## src/rtl/sram_dp_pkg.sv

```systemverilog
package sram_dp_pkg;

  typedef struct packed {
    logic       par;
    logic [7:0] dat;
  } lane_t;

  localparam int LANE_W = $bits(lane_t);

endpackage

```

## src/rtl/sram_in_stage.sv

```systemverilog
module sram_in_stage
  import sram_dp_pkg::*;
#(
  parameter int ADDR_W = 8,
  parameter int LANES  = 2,
  localparam int WORD_W = LANES * LANE_W
) (
  input  logic              clk,
  input  logic              rst,
  input  logic              sel,
  input  logic [ADDR_W-1:0] addr,
  input  logic              gw_n,
  input  logic              bwe_n,
  input  logic [LANES-1:0]  bsel_n,
  input  logic [WORD_W-1:0] wr_data,
  output logic [ADDR_W-1:0] s1_addr,
  output logic [WORD_W-1:0] s1_data,
  output logic [LANES-1:0]  lane_we,
  output logic              s1_rd,
  output logic              s1_first
);

  logic             s1_valid;
  logic             s1_gw_n;
  logic             s1_bwe_n;
  logic [LANES-1:0] s1_bsel_n;
  logic             s1_bytewr;

  // Access register: every control is captured together with its address
  always_ff @(posedge clk) begin
    if (rst) begin
      s1_valid  <= 1'b0;
      s1_first  <= 1'b1;
      s1_gw_n   <= 1'b1;
      s1_bwe_n  <= 1'b1;
      s1_bsel_n <= '1;
      s1_addr   <= '0;
      s1_data   <= '0;
    end else begin
      s1_valid  <= sel;
      s1_first  <= ~s1_valid;
      s1_gw_n   <= gw_n;
      s1_bwe_n  <= bwe_n;
      s1_bsel_n <= bsel_n;
      s1_addr   <= addr;
      s1_data   <= wr_data;
    end
  end

  // A byte write counts only when at least one lane is selected
  assign s1_bytewr = ~s1_bwe_n & ~(&s1_bsel_n);

  generate
    for (genvar i = 0; i < LANES; i++) begin : g_we
      assign lane_we[i] = s1_valid & (~s1_gw_n | (~s1_bwe_n & ~s1_bsel_n[i]));
    end
  endgenerate

  assign s1_rd = s1_valid & s1_gw_n & ~s1_bytewr;

endmodule

```

## src/rtl/sram_lane_mem.sv

```systemverilog
module sram_lane_mem
  import sram_dp_pkg::*;
#(
  parameter int ADDR_W = 8,
  localparam int DEPTH = 1 << ADDR_W
) (
  input  logic              clk,
  input  logic              rst,
  input  logic              we,
  input  logic              re,
  input  logic [ADDR_W-1:0] addr,
  input  lane_t             wd,
  output lane_t             q
);

  lane_t mem [DEPTH];

  always_ff @(posedge clk) begin
    if (we) begin
      mem[addr] <= wd;
    end
  end

  // Output register of the RAM, synchronously cleared
  always_ff @(posedge clk) begin
    if (rst) begin
      q <= '0;
    end else if (re) begin
      q <= mem[addr];
    end
  end

endmodule

```

## src/rtl/sram_out_stage.sv

```systemverilog
module sram_out_stage (
  input  logic clk,
  input  logic rst,
  input  logic s1_rd,
  input  logic s1_first,
  input  logic oe_n,
  output logic drive_en
);

  logic out_valid;
  logic out_mask;

  always_ff @(posedge clk) begin
    if (rst) begin
      out_valid <= 1'b0;
      out_mask  <= 1'b1;
    end else begin
      out_valid <= s1_rd;
      out_mask  <= s1_first;
    end
  end

  assign drive_en = out_valid & ~out_mask & ~oe_n;

endmodule

```

## src/rtl/sram_bytewr_dp.sv

```systemverilog
module sram_bytewr_dp
  import sram_dp_pkg::*;
#(
  parameter int ADDR_W = 8,
  parameter int LANES  = 2
) (
  input  logic                        clk,
  input  logic                        rst,
  input  logic                        sel,
  input  logic [ADDR_W-1:0]           addr,
  input  logic                        gw_n,
  input  logic                        bwe_n,
  input  logic [LANES-1:0]            bsel_n,
  input  logic                        oe_n,
  input  logic [LANES*LANE_W-1:0]     wr_data,
  output logic [LANES*LANE_W-1:0]     rd_data,
  output logic                        drive_en
);

  localparam int WORD_W = LANES * LANE_W;

  logic [ADDR_W-1:0] s1_addr;
  logic [WORD_W-1:0] s1_data;
  logic [LANES-1:0]  lane_we;
  logic              s1_rd;
  logic              s1_first;

  sram_in_stage #(
    .ADDR_W(ADDR_W),
    .LANES (LANES)
  ) in_i (
    .clk     (clk),
    .rst     (rst),
    .sel     (sel),
    .addr    (addr),
    .gw_n    (gw_n),
    .bwe_n   (bwe_n),
    .bsel_n  (bsel_n),
    .wr_data (wr_data),
    .s1_addr (s1_addr),
    .s1_data (s1_data),
    .lane_we (lane_we),
    .s1_rd   (s1_rd),
    .s1_first(s1_first)
  );

  generate
    for (genvar i = 0; i < LANES; i++) begin : g_lane
      lane_t lane_q;
      sram_lane_mem #(
        .ADDR_W(ADDR_W)
      ) mem_i (
        .clk (clk),
        .rst (rst),
        .we  (lane_we[i]),
        .re  (s1_rd),
        .addr(s1_addr),
        .wd  (s1_data[i*LANE_W +: LANE_W]),
        .q   (lane_q)
      );
      assign rd_data[i*LANE_W +: LANE_W] = lane_q;
    end
  endgenerate

  sram_out_stage out_i (
    .clk     (clk),
    .rst     (rst),
    .s1_rd   (s1_rd),
    .s1_first(s1_first),
    .oe_n    (oe_n),
    .drive_en(drive_en)
  );

endmodule

```

## config.mk

```make
export PLATFORM = sky130hd
export DESIGN_NAME = sram_bytewr_dp
export DESIGN_NICKNAME = d
export VERILOG_FILES = /design/src/rtl/sram_dp_pkg.sv /design/src/rtl/sram_in_stage.sv /design/src/rtl/sram_lane_mem.sv /design/src/rtl/sram_out_stage.sv /design/src/rtl/sram_bytewr_dp.sv
export SDC_FILE = /design/constraint.sdc
export NUM_CORES = 2
export LEC_CHECK = 0
export BUFFER_PORTS_ARGS = -buffer_cell sky130_fd_sc_hd__buf_2
export CORE_ASPECT_RATIO = 1.4
export CORE_MARGIN = 10
export CORE_UTILIZATION = 47
export CTS_BUF_LIST = sky130_fd_sc_hd__clkbuf_8
export CTS_CLUSTER_SIZE = 25
export DETAILED_ROUTE_END_ITERATION = 10
export PLACE_DENSITY_LB_ADDON = 0.3
export SYNTH_ARGS = -nofsm -noshare
export SYNTH_HDL_FRONTEND = slang
export SYNTH_HIERARCHICAL = 1
export SYNTH_MEMORY_MAX_BITS = 65536
export SYNTH_SLANG_ARGS = --single-unit
```

## constraint.sdc

```tcl
create_clock -name clk -period 4.5 [get_ports clk]
set_input_delay 0.225 -clock clk [delete_from_list [all_inputs] [get_ports clk]]
set_output_delay 0.225 -clock clk [all_outputs]
set_load 0.05 [all_outputs]
```

==> flow_summary.html <==
<table>
<tr><th>Metric</th><th>Value</th></tr>
<tr><th colspan="2">Routing</th></tr>
<tr><td>Topmost layer with routed signal wires</td><td>met5</td></tr>
<tr><td>Overall via count from detail_route</td><td>between 90,000 and 100k</td></tr>
<tr><td>Met2 routed WL</td><td>between 200,000 and 300,000 um</td></tr>
<tr><td>Routed length on met3</td><td>34,800 um</td></tr>
<tr><td>Met1 routed wirelength after detailed routing</td><td>168,000 um</td></tr>
<tr><td>Number of nets with antenna violations after routing</td><td>0</td></tr>
<tr><td>Violation count after the first detailed-routing iteration</td><td>10,000</td></tr>
<tr><td>Post-DR vias/cell</td><td>6.04</td></tr>
<tr><td>Drc violations</td><td>0</td></tr>
<tr><td>DR pass1 iterations</td><td>7</td></tr>
<tr><td>Total Routed Length</td><td>483,000 um</td></tr>
<tr><td>Routed len/inst</td><td>31.7 um</td></tr>
<tr><th colspan="2">CTS</th></tr>
<tr><td>Cts bufs inserted</td><td>687</td></tr>
<tr><td>H-Tree Level Count</td><td>6</td></tr>
<tr><td>Clock sinks</td><td>4,660</td></tr>
<tr><td>CTS tree</td><td>done</td></tr>
<tr><td>Clock transition at the register clock pins on the worst setup and hold paths after CTS</td><td>60 ps</td></tr>
<tr><td>Later-pin clock latency in the skew report</td><td>about 1300 ps</td></tr>
<tr><td>CTS root buffer</td><td>sky130_fd_sc_hd__clkbuf_8</td></tr>
<tr><td>Buffer depth of the longest clock path</td><td>4</td></tr>
<tr><th colspan="2">GRT</th></tr>
<tr><td>GRT Overall Usage</td><td>22.9%</td></tr>
<tr><td>Wire length of the first global-routing pass</td><td>slightly below 700,000 um</td></tr>
<tr><td>Total global routing overflow</td><td>0</td></tr>
<tr><td>Antenna violations before repair</td><td>10</td></tr>
<tr><td>Number of global-route vias before repair</td><td>95,800</td></tr>
<tr><td>Pin count of the biggest net entering global routing</td><td>186</td></tr>
<tr><th colspan="2">STA</th></tr>
<tr><td>Slew at the pin closest to its max-slew limit</td><td>around 1300 ps</td></tr>
<tr><td>Number of failing setup endpoints in the final timing report</td><td>0</td></tr>
<tr><td>Final total negative setup slack</td><td>0 ps</td></tr>
<tr><td>Fmax</td><td>0.229 GHz</td></tr>
<tr><td>Slew margin rel.</td><td>10.3%</td></tr>
<tr><td>Slew Limit Fails</td><td>0</td></tr>
<tr><td>Worst hold slack</td><td>~330 ps</td></tr>
<tr><td>Setup repair after global routing missed its margin</td><td>false</td></tr>
<tr><td>Fin Clk Skew</td><td>52.7 ps</td></tr>
<tr><td>Final worst path period share</td><td>97.1%</td></tr>
<tr><td>Worst-case setup margin in the final layout</td><td>129 ps</td></tr>
<tr><td>Shortest clock period the worst path allows after layout</td><td>4370 ps</td></tr>
<tr><td>Number of hold violations in the final report</td><td>0</td></tr>
<tr><th colspan="2">Placement</th></tr>
<tr><td>Placed Area</td><td>191,000 um^2</td></tr>
<tr><td>Number of buffer cells added on primary ports</td><td>52</td></tr>
<tr><td>Final weighted congestion of routability-driven global placement</td><td>about 0.9</td></tr>
<tr><td>Placed wire-length estimate after detailed placement</td><td>309,000 um</td></tr>
<tr><td>Pre-CTS setup slack</td><td>411 ps</td></tr>
<tr><th colspan="2">Cells and area</th></tr>
<tr><td>Area taken by multi-input logic gates</td><td>38,700 um^2</td></tr>
<tr><td>Area growth from synthesis to layout</td><td>12.5%</td></tr>
<tr><td>Final #Nets</td><td>9,559</td></tr>
<tr><td>Most common cell after layout, fill and taps aside</td><td>sky130_fd_sc_hd__edfxtp_1</td></tr>
<tr><td>Layout cell share with drive strength beyond 1</td><td>26.8%</td></tr>
<tr><td>Most frequent cells in the layout</td><td>sky130_fd_sc_hd__edfxtp_1 (4,608), sky130_fd_sc_hd__mux4_2 (962), sky130_fd_sc_hd__clkbuf_8 (705)</td></tr>
<tr><td>Area of all placed cells without fillers</td><td>approximately 200,000 um^2</td></tr>
<tr><td>Final Util</td><td>53.0%</td></tr>
<tr><td>Sequential cell area</td><td>140,000 um^2</td></tr>
<tr><td>Fillcell total</td><td>29,900</td></tr>
<tr><th colspan="2">Yosys</th></tr>
<tr><td>Share of synthesized area occupied by flip-flops and latches</td><td>76.7%</td></tr>
<tr><td>Number of distinct library cell variants in the gate-level netlist after synthesis</td><td>70</td></tr>
<tr><td>Main synth FF type</td><td>sky130_fd_sc_hd__edfxtp_1</td></tr>
<tr><td>Count of flip-flops with a built-in enable after synthesis</td><td>4,608</td></tr>
<tr><td>FFs w/ async S/R, synth</td><td>0%</td></tr>
<tr><td>Synthesized area per cell</td><td>~21 um^2</td></tr>
<tr><td>Flops &amp; latches, synth</td><td>4,660</td></tr>
<tr><td>Synth Net Count</td><td>8,565</td></tr>
<tr><td>Summed instance area of the synthesized netlist</td><td>~180,000 um^2</td></tr>
<tr><td>Synthesized instance count</td><td>8,531</td></tr>
<tr><td>Total number of yosys warnings</td><td>6</td></tr>
<tr><th colspan="2">Critical path</th></tr>
<tr><td>Arrival time of data at the critical path endpoint</td><td>5450 ps</td></tr>
<tr><td>Reg-to-reg startpoint</td><td>in_i/s1_addr[3]</td></tr>
<tr><td>Worst setup startpoint</td><td>in_i/s1_addr[3]</td></tr>
<tr><td>Top fanout value on the critical path</td><td>35</td></tr>
<tr><td>Type of the worst setup path</td><td>register to register</td></tr>
<tr><td>Critical path startpoint category</td><td>register</td></tr>
<tr><td>Kind of end point of the critical path</td><td>register</td></tr>
<tr><td>Required time at the endpoint of the critical path</td><td>around 5600 ps</td></tr>
<tr><th colspan="2">Power</th></tr>
<tr><td>Flop pwr share</td><td>57.5%</td></tr>
<tr><td>Total power divided by cell area</td><td>408 nW/um^2</td></tr>
<tr><td>Worst ir drop on vdd</td><td>0.316 mV</td></tr>
<tr><td>Switching Power</td><td>19.0 mW</td></tr>
<tr><td>Sw frac</td><td>22.7%</td></tr>
<tr><td>Clock network fraction of design power</td><td>37.6%</td></tr>
<tr><td>Leakage component of the power</td><td>58.0 nW</td></tr>
<tr><td>Internal Dissipation</td><td>roughly 64 mW</td></tr>
<tr><td>Gate power share</td><td>4.9%</td></tr>
<tr><th colspan="2">Worst hold path</th></tr>
<tr><td>Hold path start</td><td>rst</td></tr>
<tr><td>Class of the most critical hold timing path</td><td>input port to register</td></tr>
<tr><th colspan="2">Floorplan</th></tr>
<tr><td>Core area</td><td>386,000 um^2</td></tr>
<tr><td>Number of placement rows</td><td>270</td></tr>
<tr><td>Initial core utilization</td><td>47.1%</td></tr>
<tr><td>Number of I/O pins</td><td>53</td></tr>
<tr><td>Horizontal die dimension</td><td>between 500 and 600 um</td></tr>
<tr><td>Die Y</td><td>756 um</td></tr>
<tr><td>Die area</td><td>412,000 um^2</td></tr>
<tr><th colspan="2">Outcome</th></tr>
<tr><td>Status</td><td>finished, final reports clean</td></tr>
<tr><th colspan="2">Run</th></tr>
<tr><td># Max-Cap Violations</td><td>0</td></tr>
</table>
final timing paths:
path | slack, ps | end | cells after the start
max | 130 | g_lane[1].mem_i/q[7] | 10
min | 330 | g_lane[1].mem_i/q[4] | 3
max reg2reg | 130 | g_lane[1].mem_i/q[7] | 10
min reg2reg | 410 | out_i/out_mask | 1
what timing repair did:
| action | in CTS | in global routing |
|---|---|---|
| hold buffers | 93 | 0 |
| gates resized for setup | 0 | 0 |
| buffers inserted | 0 | 0 |
| endpoints found under the hold margin | 48 | 0 |
metrics by stage:
step | power [mW] | std cells
floorplan | 51.3 | 8531
finish | 83.4 | 15200
CTS | 84.0 | 15200
global placement | 52.8 | 13900
detailed placement | 52.9 | 13900
global route | 86.1 | 15200
power groups by stage:
stage                     clock network [mW]  logic [mW]  registers, mW
after floorplan                            0        2.18           49.2
after global placement                     0        3.97           48.9
after detailed placement                   0        4.03           48.9
after CTS                               31.9        4.10           48.0
after global routing                    33.9        4.26           47.9
final                                   31.3        4.10           48.0
Yosys cell counts, types with 30 or more instances:
| cell | count | area share [%] |
|---|---|---|
| sky130_fd_sc_hd__o21ai_0 | 72 | 0.20 |
| sky130_fd_sc_hd__buf_6 | 101 | 0.63 |
| sky130_fd_sc_hd__nor2b_1 | 72 | 0.25 |
| sky130_fd_sc_hd__mux2i_1 | 380 | 2.1 |
| sky130_fd_sc_hd__a21oi_1 | 61 | 0.17 |
| sky130_fd_sc_hd__buf_2 | 144 | 0.40 |
| sky130_fd_sc_hd__o22ai_1 | 126 | 0.43 |
| sky130_fd_sc_hd__dfxtp_1 | 52 | 0.57 |
| sky130_fd_sc_hd__nand3_1 | 88 | 0.24 |
| sky130_fd_sc_hd__a221oi_1 | 42 | 0.20 |
| sky130_fd_sc_hd__nand2_1 | 189 | 0.39 |
| sky130_fd_sc_hd__and3_1 | 30 | 0.10 |
| sky130_fd_sc_hd__edfxtp_1 | 4608 | 76 |
| sky130_fd_sc_hd__clkbuf_1 | 168 | 0.35 |
| sky130_fd_sc_hd__nor3_1 | 142 | 0.39 |
| sky130_fd_sc_hd__mux4_2 | 962 | 12 |
| sky130_fd_sc_hd__buf_4 | 60 | 0.25 |
| sky130_fd_sc_hd__mux4_1 | 74 | 1.1 |
| sky130_fd_sc_hd__mux2_2 | 84 | 0.52 |
| sky130_fd_sc_hd__a211oi_1 | 54 | 0.22 |
| sky130_fd_sc_hd__a22oi_1 | 102 | 0.42 |
| sky130_fd_sc_hd__nor2_1 | 509 | 1.1 |
| sky130_fd_sc_hd__a311oi_1 | 30 | 0.14 |
critical path, cell delays in order (launching register included):
cell                        delay (ps)
sky130_fd_sc_hd__dfxtp_4           750
sky130_fd_sc_hd__buf_12            300
sky130_fd_sc_hd__buf_12            220
sky130_fd_sc_hd__buf_4             340
sky130_fd_sc_hd__mux4_1            360
sky130_fd_sc_hd__mux2_2            300
sky130_fd_sc_hd__o22ai_1           220
sky130_fd_sc_hd__a2111oi_0         150
sky130_fd_sc_hd__a211oi_1          780
sky130_fd_sc_hd__a311o_1           530
sky130_fd_sc_hd__a211oi_1          160
cells by family (layout without fill, tap and decap cells):
logic type | Yosys count | in the layout | share of synthesized area, %
flops | 4660 | 4660 | 76.7
mux | 1500 | 1500 | 15.6
simple gates | 1145 | 1145 | 2.89
compound gates | 695 | 695 | 2.79
buf+inv | 531 | 2046 | 2.02
other cells | 0 | 12 | 0
per-layer routing:
metal,global-route usage (%),vias up
li1,-,37900
met1,27.5,48700
met2,40.0,4389
met3,3.81,1104
met4,12.0,2
met5,0,-
flip-flops by register name, indices dropped and copies added, names as in the netlist:
name              count
in_i/s1_data         18
in_i/s1_bsel_n        2
g_lane.mem_i/mem   4608
out_i/out_valid       1
in_i/s1_valid         1
in_i/s1_bwe_n         1
g_lane.mem_i/q       18
out_i/out_mask        1
in_i/s1_addr          8
in_i/s1_first         1
in_i/s1_gw_n          1
area by class of cell:
class	count	area share [%]
clock inverter	505	1.28
sequential	4660	68.2
tap	5168	3.16
antenna	12	0.0147
multi-input combinational	3340	19.0
clock buffer	705	4.75
timing repair buffer	830	3.58
inverter	6	0.0135
No activity file was read; power rests on OpenSTA's default activity.
